File: config.mk
export PLATFORM = sky130hd
export DESIGN_NAME = chp_hotplug_sts
export DESIGN_NICKNAME = d
export VERILOG_FILES = /design/src/rtl/chp_pkg.sv /design/src/rtl/chp_presence_map.sv /design/src/rtl/chp_gpe_regs.sv /design/src/rtl/chp_sci_merge.sv /design/src/rtl/chp_hotplug_sts.sv
export SDC_FILE = /design/constraint.sdc
export NUM_CORES = 1
export LEC_CHECK = 0
export ABC_AREA = 1
export BUFFER_PORTS_ARGS = -buffer_cell sky130_fd_sc_hd__buf_2
export CORE_ASPECT_RATIO = 0.6
export CORE_MARGIN = 2
export CORE_UTILIZATION = 52
export CTS_CLUSTER_DIAMETER = 50
export DETAILED_ROUTE_END_ITERATION = 8
export GPL_ROUTABILITY_DRIVEN = 0
export PLACE_DENSITY_LB_ADDON = 0.12
export SYNTH_ARGS = -nofsm -noshare
export SYNTH_HDL_FRONTEND = slang
export SYNTH_SLANG_ARGS = --single-unit
export TNS_END_PERCENT = 1
File: constraint.sdc
create_clock -name clk -period 1.6 [get_ports clk]
set_clock_uncertainty 0.05 [all_clocks]
set_input_delay 0.16 -clock clk [delete_from_list [all_inputs] [get_ports clk]]
set_output_delay 0.16 -clock clk [all_outputs]
set_load 0.01 [all_outputs]
File: src/rtl/chp_pkg.sv
package chp_pkg;
    // status bit positions decoded by firmware
    localparam int PCI_HP_BIT = 1;
    localparam int CPU_HP_BIT = 2;
    localparam logic [7:0] SCI_SRC_MASK = 8'h06;

    typedef struct packed {
        logic [7:0] sts;
        logic [7:0] en;
    } gpe_regs_t;

    typedef struct packed {
        logic [7:0] rdata;
    } rd_port_t;
endpackage

File: src/rtl/chp_presence_map.sv
module chp_presence_map #(
    parameter int unsigned ADDR_W    = 16,
    parameter logic [ADDR_W-1:0] BASE = 16'hAF00,
    parameter int unsigned WIN_BYTES = 32,
    parameter int unsigned ID_W      = 9,
    parameter logic [WIN_BYTES*8-1:0] BOOT_MASK = 256'h1
) (
    input  logic              clk,
    input  logic              rst_n,
    input  logic              rd_req,
    input  logic [ADDR_W-1:0] rd_addr,
    input  logic              evt_vld,
    input  logic              evt_plug,
    input  logic [ID_W-1:0]   evt_id,
    output logic              rd_hit,
    output logic [7:0]        rd_byte,
    output logic              evt_ok
);
    localparam int unsigned NBITS = WIN_BYTES * 8;
    localparam int unsigned IDX_W = $clog2(NBITS);
    localparam int unsigned OFS_W = $clog2(WIN_BYTES);
    localparam logic [ID_W:0]     NBITS_L = (ID_W+1)'(NBITS);
    localparam logic [ADDR_W-1:0] WIN_L   = ADDR_W'(WIN_BYTES);

    typedef struct packed {
        logic [NBITS-1:0] map;
    } map_state_t;

    map_state_t state_d, state_q;
    logic [ADDR_W-1:0] ofs_full;
    logic [IDX_W-1:0]  bit_sel;

    always_comb begin
        ofs_full = rd_addr - BASE;
        rd_hit   = rd_req && (ofs_full < WIN_L);
        rd_byte  = state_q.map[{ofs_full[OFS_W-1:0], 3'b000} +: 8];
        evt_ok   = evt_vld && ({1'b0, evt_id} < NBITS_L);
        bit_sel  = evt_id[IDX_W-1:0];
        state_d  = state_q;
        if (evt_ok) begin
            state_d.map[bit_sel] = evt_plug;
        end
    end

    always_ff @(posedge clk) begin
        if (!rst_n) begin
            state_q.map <= BOOT_MASK;
        end else begin
            state_q <= state_d;
        end
    end
endmodule

File: src/rtl/chp_gpe_regs.sv
module chp_gpe_regs
    import chp_pkg::*;
#(
    parameter int unsigned ADDR_W = 16,
    parameter logic [ADDR_W-1:0] GPE_BASE = 16'hAFE0
) (
    input  logic              clk,
    input  logic              rst_n,
    input  logic              io_cs,
    input  logic              io_we,
    input  logic [ADDR_W-1:0] io_addr,
    input  logic [7:0]        io_wdata,
    input  logic              cpu_set,
    input  logic              pci_set,
    output logic              rd_hit,
    output logic [7:0]        rd_byte,
    output logic [7:0]        sts,
    output logic [7:0]        en
);
    localparam logic [ADDR_W-1:0] EN_ADDR = GPE_BASE + ADDR_W'(2);

    gpe_regs_t regs_d, regs_q;
    logic sts_sel, en_sel, sts_clr, en_wr, set_b;

    always_comb begin
        sts_sel = (io_addr == GPE_BASE);
        en_sel  = (io_addr == EN_ADDR);
        sts_clr = io_cs && io_we && sts_sel;
        en_wr   = io_cs && io_we && en_sel;
        rd_hit  = io_cs && !io_we && (sts_sel || en_sel);
        rd_byte = sts_sel ? regs_q.sts : regs_q.en;

        regs_d = regs_q;
        for (int b = 0; b < 8; b++) begin
            set_b = ((b == CPU_HP_BIT) && cpu_set) ||
                    ((b == PCI_HP_BIT) && pci_set);
            // a new event takes priority over a clear in the same cycle
            regs_d.sts[b] = set_b || (regs_q.sts[b] && !(sts_clr && io_wdata[b]));
        end
        if (en_wr) begin
            regs_d.en = io_wdata;
        end
        sts = regs_q.sts;
        en  = regs_q.en;
    end

    always_ff @(posedge clk) begin
        if (!rst_n) begin
            regs_q <= '0;
        end else begin
            regs_q <= regs_d;
        end
    end
endmodule

File: src/rtl/chp_sci_merge.sv
module chp_sci_merge
    import chp_pkg::*;
(
    input  logic [7:0] sts,
    input  logic [7:0] en,
    input  logic       fixed_sci,
    output logic       sci
);
    always_comb begin
        sci = fixed_sci || (|(sts & en & SCI_SRC_MASK));
    end
endmodule

File: src/rtl/chp_hotplug_sts.sv
module chp_hotplug_sts
    import chp_pkg::*;
#(
    parameter int unsigned ADDR_W    = 16,
    parameter logic [ADDR_W-1:0] MAP_BASE = 16'hAF00,
    parameter int unsigned MAP_BYTES = 32,
    parameter logic [ADDR_W-1:0] GPE_BASE = 16'hAFE0,
    parameter int unsigned ID_W      = 9,
    parameter logic [MAP_BYTES*8-1:0] BOOT_MASK = 256'h1
) (
    input  logic              clk,
    input  logic              rst_n,
    input  logic              io_cs,
    input  logic              io_we,
    input  logic [ADDR_W-1:0] io_addr,
    input  logic [7:0]        io_wdata,
    output logic [7:0]        io_rdata,
    input  logic              cpu_evt_vld,
    input  logic              cpu_evt_plug,
    input  logic [ID_W-1:0]   cpu_evt_id,
    input  logic              pci_hp_evt,
    input  logic              fixed_sci,
    output logic              sci
);
    logic       rd_req;
    logic       map_hit, gpe_hit, cpu_evt_ok;
    logic [7:0] map_byte, gpe_byte, gpe_sts, gpe_en;
    rd_port_t   port_d, port_q;

    assign rd_req = io_cs && !io_we;

    chp_presence_map #(
        .ADDR_W(ADDR_W), .BASE(MAP_BASE), .WIN_BYTES(MAP_BYTES),
        .ID_W(ID_W), .BOOT_MASK(BOOT_MASK)
    ) u_map (
        .clk(clk), .rst_n(rst_n),
        .rd_req(rd_req), .rd_addr(io_addr),
        .evt_vld(cpu_evt_vld), .evt_plug(cpu_evt_plug), .evt_id(cpu_evt_id),
        .rd_hit(map_hit), .rd_byte(map_byte), .evt_ok(cpu_evt_ok)
    );

    chp_gpe_regs #(.ADDR_W(ADDR_W), .GPE_BASE(GPE_BASE)) u_gpe (
        .clk(clk), .rst_n(rst_n),
        .io_cs(io_cs), .io_we(io_we), .io_addr(io_addr), .io_wdata(io_wdata),
        .cpu_set(cpu_evt_ok), .pci_set(pci_hp_evt),
        .rd_hit(gpe_hit), .rd_byte(gpe_byte), .sts(gpe_sts), .en(gpe_en)
    );

    chp_sci_merge u_sci (
        .sts(gpe_sts), .en(gpe_en), .fixed_sci(fixed_sci), .sci(sci)
    );

    always_comb begin
        port_d = port_q;
        if (rd_req) begin
            if (map_hit) begin
                port_d.rdata = map_byte;
            end else if (gpe_hit) begin
                port_d.rdata = gpe_byte;
            end else begin
                port_d.rdata = 8'h00;
            end
        end
    end

    always_ff @(posedge clk) begin
        if (!rst_n) begin
            port_q <= '0;
        end else begin
            port_q <= port_d;
        end
    end

    assign io_rdata = port_q.rdata;
endmodule

# Word-level counts from Yosys, hierarchy flattened
# Cells that the tools add are included.
[totals] ff_bits=280 latch_bits=0 ram_bits=0 mem_bits_ro=0 input_bits=41 mem_count=0
[op_classes] n_addsub=1 multipliers=0 div_mod_pow=0 magnitude_cmp=4 eq_ne=2 shifts=1 n_mux=6 bitwise=1 n_reduce_logical=38
[op_table] op="256-bit bitwise mux" n=1
[op_table] op="256-bit by 9-bit indexed part select with 8-bit output" n=1
[op_table] op="16-bit == test, second input constant" n=2
[op_table] op="1-bit logical AND" n=24
[op_table] op="8-bit two-way mux" n=3
[op_table] op="16-bit by 6-bit < comparator with 1-bit output, second input constant" n=1
[op_table] op="16-bit subtractor, second input constant" n=1
[op_table] op="1-bit logical NOT" n=9
[op_table] op="8-bit by 9-bit < comparator with 1-bit output, second input constant" n=1
[op_table] op="9-bit < comparator, second input constant" n=1
[op_table] op="1-bit demux with 8-bit select" n=1
[op_table] op="8-bit by 1-bit greater-or-equal comparator with 1-bit output, second input constant" n=1
[op_table] op="1-bit logical OR" n=4
[op_table] op="3-bit AND" n=1
[op_table] op="2-bit OR reduction" n=1
[op_table] op="1-bit two-way mux" n=1

# Logic depth before layout (Yosys ltp)
[depth] depth_word=6 mapped_depth=12 ltp_nobuf=10

# Hierarchy
# A second synthesis with hierarchy kept.
[hier_totals] cells_unflattened=2113 hier_area_um2=14156.1
[by_module_without_submodules] module="chp_presence_map" instances=1 cells_each=1903 area_each_um2=12819.8
[by_module_without_submodules] module="chp_gpe_regs" instances=1 cells_each=118 area_each_um2=808.3
[by_module_without_submodules] module="chp_hotplug_sts" instances=1 cells_each=88 area_each_um2=506.7
[by_module_without_submodules] module="chp_sci_merge" instances=1 cells_each=4 area_each_um2=21.3

# Least setup slack after synthesis
# No wires, ideal clock.
[synth_timing] path_kind="in2reg" from="in io_addr[3]" to="reg u_gpe.regs_q[5], in the netlist u_gpe.en[5]" setup_ps=141 t_arrival_ps=1158 required_time_ps=1409 slack_ps=251 cell_stages=9 n_path_buf=3 path_cell_list="buf_4 -> nor2_8 -> nand2_2 -> nor2_4 -> buf_6 -> nand3_4 -> buf_6 -> nor2_1 -> a211oi_2"
[synth_between] elab_chain_len=2
[synth_lines] item="start, declared" line_no="chp_hotplug_sts.sv:15" text="input logic [ADDR_W-1:0] io_addr,"
[synth_lines] item="16-bit == test" line_no="chp_gpe_regs.sv:27" text="en_sel = (io_addr == EN_ADDR);"
[synth_lines] item="1-bit logical AND" line_no="chp_gpe_regs.sv:29" text="en_wr = io_cs && io_we && en_sel;"
[synth_lines] item="end signal, assigned" line_no="chp_gpe_regs.sv:51" text="regs_q <= regs_d;"
[synth_lines] item="end, declared" line_no="chp_gpe_regs.sv:22" text="gpe_regs_t regs_d, regs_q;"
# Every way passes these cells.
# A chain may end at the register's enable or synchronous reset.

# Final worst setup path
[layout_timing] from="reg u_map.state_q[14] (netlist bit)" to="reg port_q (netlist bit io_rdata[6])"
[layout_between] elab_chain_len=2
[layout_lines] item="start, declared" line_no="chp_presence_map.sv:29" text="map_state_t state_d, state_q;"
[layout_lines] item="start signal, assigned" line_no="chp_presence_map.sv:49" text="state_q <= state_d;"
[layout_lines] item="256-bit by 9-bit indexed part select with 8-bit output" line_no="chp_presence_map.sv:36" text="rd_byte = state_q.map[{ofs_full[OFS_W-1:0], 3'b000} +: 8];"
[layout_lines] item="8-bit two-way mux" line_no="chp_hotplug_sts.sv:56" text="if (map_hit) begin"
[layout_lines] item="end signal, assigned" line_no="chp_hotplug_sts.sv:70" text="port_q <= port_d;"
[layout_lines] item="end, declared" line_no="chp_hotplug_sts.sv:28" text="rd_port_t port_d, port_q;"
# Every way passes these cells.

==> results_dict.tcl <==
set metrics [dict create \
    largest_family_of_logic_cells_by_synthesized_area "simple AND/OR/NAND/NOR gates" \
    area.sequential_um2 5605 \
    final_critical_path_setup_slack_ns 0.08614 \
    dr_total_vias 15840 \
    floorplan.die.height_um 132.6 \
    core_region_area_um2 27350 \
    cts.path.max_buffers 3 \
    start_util_pct 52.45 \
    chipWidth_um 218.4 \
    antenna-diode-count 0 \
    cpMostUsedCell "sky130_fd_sc_hd__nand2_1" \
    run_status "completed" \
    clock_insertion_delay_worst_skew_ns 0.57 \
    multiplexer_area_fraction_after_synthesis_pct 0 \
    worstSetupStartpoint "u_map.state_q[14]" \
    post_synth_instance_area_um2 14340 \
    post_route_cells_drive_above_1_share_pct 17.30 \
    buffers_added_on_ports 49 \
    synth.top_cells.by_area "sky130_fd_sc_hd__dfxtp_1, sky130_fd_sc_hd__nor3_1, sky130_fd_sc_hd__a21oi_1, sky130_fd_sc_hd__nand2_1, sky130_fd_sc_hd__nand3_1" \
    clock_period_minus_final_worst_setup_slack_ns 1.514 \
    yosys_most_used_dff "sky130_fd_sc_hd__dfxtp_1" \
    timing.reg2reg.worst_path_depth 10 \
    synth_xor_area_share_pct 0 \
    synth_most_common_cell "sky130_fd_sc_hd__nor3_1" \
    pre_cts_ws_ns -0.2982 \
    synthToLayoutAreaGrowth_pct 19.08 \
    placementRows 47 \
    worst_slew_pin_slew_ns 0.6396 \
    rsz0062_at_grt "false" \
    timing.reg2reg.setup_slack_ns 0.09 \
    routed_wire_length_per_instance_um 20.31 \
    post_synth_inst_count 2122 \
    cts_setup_buffers 0 \
    wl_met3_mm 7.338 \
    grt_pass1_wl_mm 82.32 \
    io-pin-count 50 \
    synth_common_cells "sky130_fd_sc_hd__nor3_1, sky130_fd_sc_hd__nand2_1, sky130_fd_sc_hd__dfxtp_1" \
    synth.net_count 2163 \
    static-leakage-power_nw 6.433 \
    ir_drop_mv 0.8269 \
    synth.ff_latch_count 280 \
    crit_buf_inv 1 \
    hold_class "in -> reg" \
    drt_first_iter_violations 2262 \
    fp.dieArea_um2 28970 \
    synthDistinctLibCells 30 \
    slew_violations 0 \
    cp_delay_by_family_top "simple AND/OR/NAND/NOR gates" \
    required_time_of_the_critical_path_ns 2.00 \
    dpl.hpwl_mm 35.73 \
    fmax_mhz 660.6 \
    final_nets 2271 \
    number_of_enable_type_register_cells_in_the_synthesized_netlist 0 \
    rr_startpoint "u_map.state_q[14]" \
    setup.worst_path.end_class "flop" \
    syn_avg_cell_area_um2 6.758 \
    setup.worst_path.class "reg -> reg" \
    total_congestion_overflow_after_global_routing 0 \
    cts.sink_count 280 \
    synth_top_cell_area_share_pct 39.09 \
    clk_transition_reported_paths_ns 0.06 \
    report.final.hold_viol_count 0 \
    reg2reg_to "io_rdata[6]" \
    globalRouteTotalUtil_pct 36.09 \
    worstPathCellList "inv_1 -> nand2_1 -> nand3_1 -> nand2_1 -> nand2_1 -> nand2_1 -> nor2_1 -> nand2_1 -> nand3_1 -> a21oi_2" \
    max_slew_margin_pct 57.32 \
    max-cap-violations 0 \
    cts-buffers-inserted 28 \
    synth_seq_area_share_pct 39.09 \
    critPathCapture "io_rdata[6]" \
    crit_share_post_route_pct 94.62 \
    wl_met1_mm 23.00 \
    postRouteAntennaNets 0 \
    grt_max_degree 52 \
    final-setup-viol-count 0 \
    yosys.area_share.adder_pct 0 \
    cp_data_arrival_time_ns 1.91 \
    postSynth.asyncResetShare_pct 0 \
    drc_errors 0 \
    top_layer "met4" \
    detail_route.first_pass.iterations 6 \
    via_per_inst 6.059 \
    htree_levels 1 \
    grt_antenna_before_repair 0 \
    critical_path_cell_count 10 \
    crit_slowest_cell "sky130_fd_sc_hd__dfxtp_1" \
    yosysWarningCount 0 \
    critical_path.max_fanout 2 \
    synth_compound_area_share_pct 14.90 \
    met2WireLength_mm 21.42 \
    clockRootBuffer "sky130_fd_sc_hd__clkbuf_16" \
    yosysTopAreaCell "sky130_fd_sc_hd__dfxtp_1" \
    final.setup.tns_ns 0 \
    number_of_global_route_vias_before_repair 14400 \
    power.density_cell_area_nw_per_um2 895.2 \
    area_used_by_multi_input_combinational_logic_um2 7202 \
    route.final.wire_length_mm 53.11 \
    timing.critical_path.slowest_cell_delay_ns 0.31 \
    layout.filler_cells 2462 \
    cts_tree "built" \
    critPathLaunchType "flop" \
    synthesized_area_fraction_occupied_by_and_or_nand_nor_cells_pct 35.30 \
]
how the worst min path moves through the flow:
stage,from,end,slack [ns],depth (start not counted)
floorplan,io_wdata[0],u_gpe.sts[0],0.21,1
detailed placement,io_wdata[5],u_gpe.sts[5],0.32,2
finish,cpu_evt_id[3],u_map.state_q[176],0.03,6
global placement,io_wdata[4],u_gpe.sts[4],0.32,2
global route,rst_n,u_map.state_q[248],0.06,3
CTS,cpu_evt_id[3],u_map.state_q[176],0.01,6
flip-flops by register name, summed over array words and instances, names as in the netlist:
signal,cells
u_map.state_q,256
u_gpe.en,8
u_gpe.sts,8
io_rdata,8
cells in the final DEF (no fill, tap or decap), drive strengths merged:
cell	count
a211oi	14
a21oi	275
and3	6
buf	244
bufinv	1
clkbuf	45
clkinv	4
dfxtp	280
dlygate4sd3	10
inv	168
nand2	362
nand3	185
nand4	8
nor2	156
nor3	375
o211ai	4
o21ai	111
where the power goes:
part / internal [W] / switching (W) / total, W
Combinational: 0.000527 / 0.00111 / 0.00164
Clock: 0.00378 / 0.00286 / 0.00664
Sequential: 0.00699 / 0.0000125 / 0.00700
worst min-delay path, cell delays in order:
cell                      delay [ns]
sky130_fd_sc_hd__buf_2          0.11
sky130_fd_sc_hd__nor2_1         0.05
sky130_fd_sc_hd__inv_2          0.08
sky130_fd_sc_hd__nor2_2         0.06
sky130_fd_sc_hd__nand3_1        0.08
sky130_fd_sc_hd__a21oi_1        0.06
metrics by stage:
step	utilization, %	cell area (um^2)	total power [W]	std cells	hold WS, ns
final	62.45	17080	0.01529	2615	0.03461
after global routing	62.45	17080	0.01569	2615	0.05568
after detailed placement	58.80	16080	0.008715	2557	0.3194
after floorplan	-	14340	0.008000	2122	0.2080
after CTS	62.44	17080	0.01525	2615	0.01273
after global placement	58.80	16080	0.008710	2557	0.3212
cell type report:
class	instances	area share (%)
multi-input cells	1496	42.17
flip-flops and latches	280	32.82
repair buffers	254	13.28
clock buffers	45	5.011
inverters	170	3.788
well taps	367	2.689
clock inverters	3	0.2344
routing by layer:
metal | up-vias | GRT usage [%]
li1 | 7333 | -
met1 | 7375 | 53.20
met2 | 1032 | 49.89
met3 | 104 | 11.33
met4 | 0 | 10.28
met5 | - | 0
cell families after synthesis:
family | Yosys count
flip-flops | 280
buffers and inverters | 346
AND/OR/NAND/NOR | 1092
AO/OA/AOI/OAI | 404
what timing repair did:
action,in CTS,in global routing
resized for setup,0,1
hold endpoints to repair,17,0
setup endpoints to repair,0,1
hold buffers,10,0
Power figures use the tool's default switching activity.
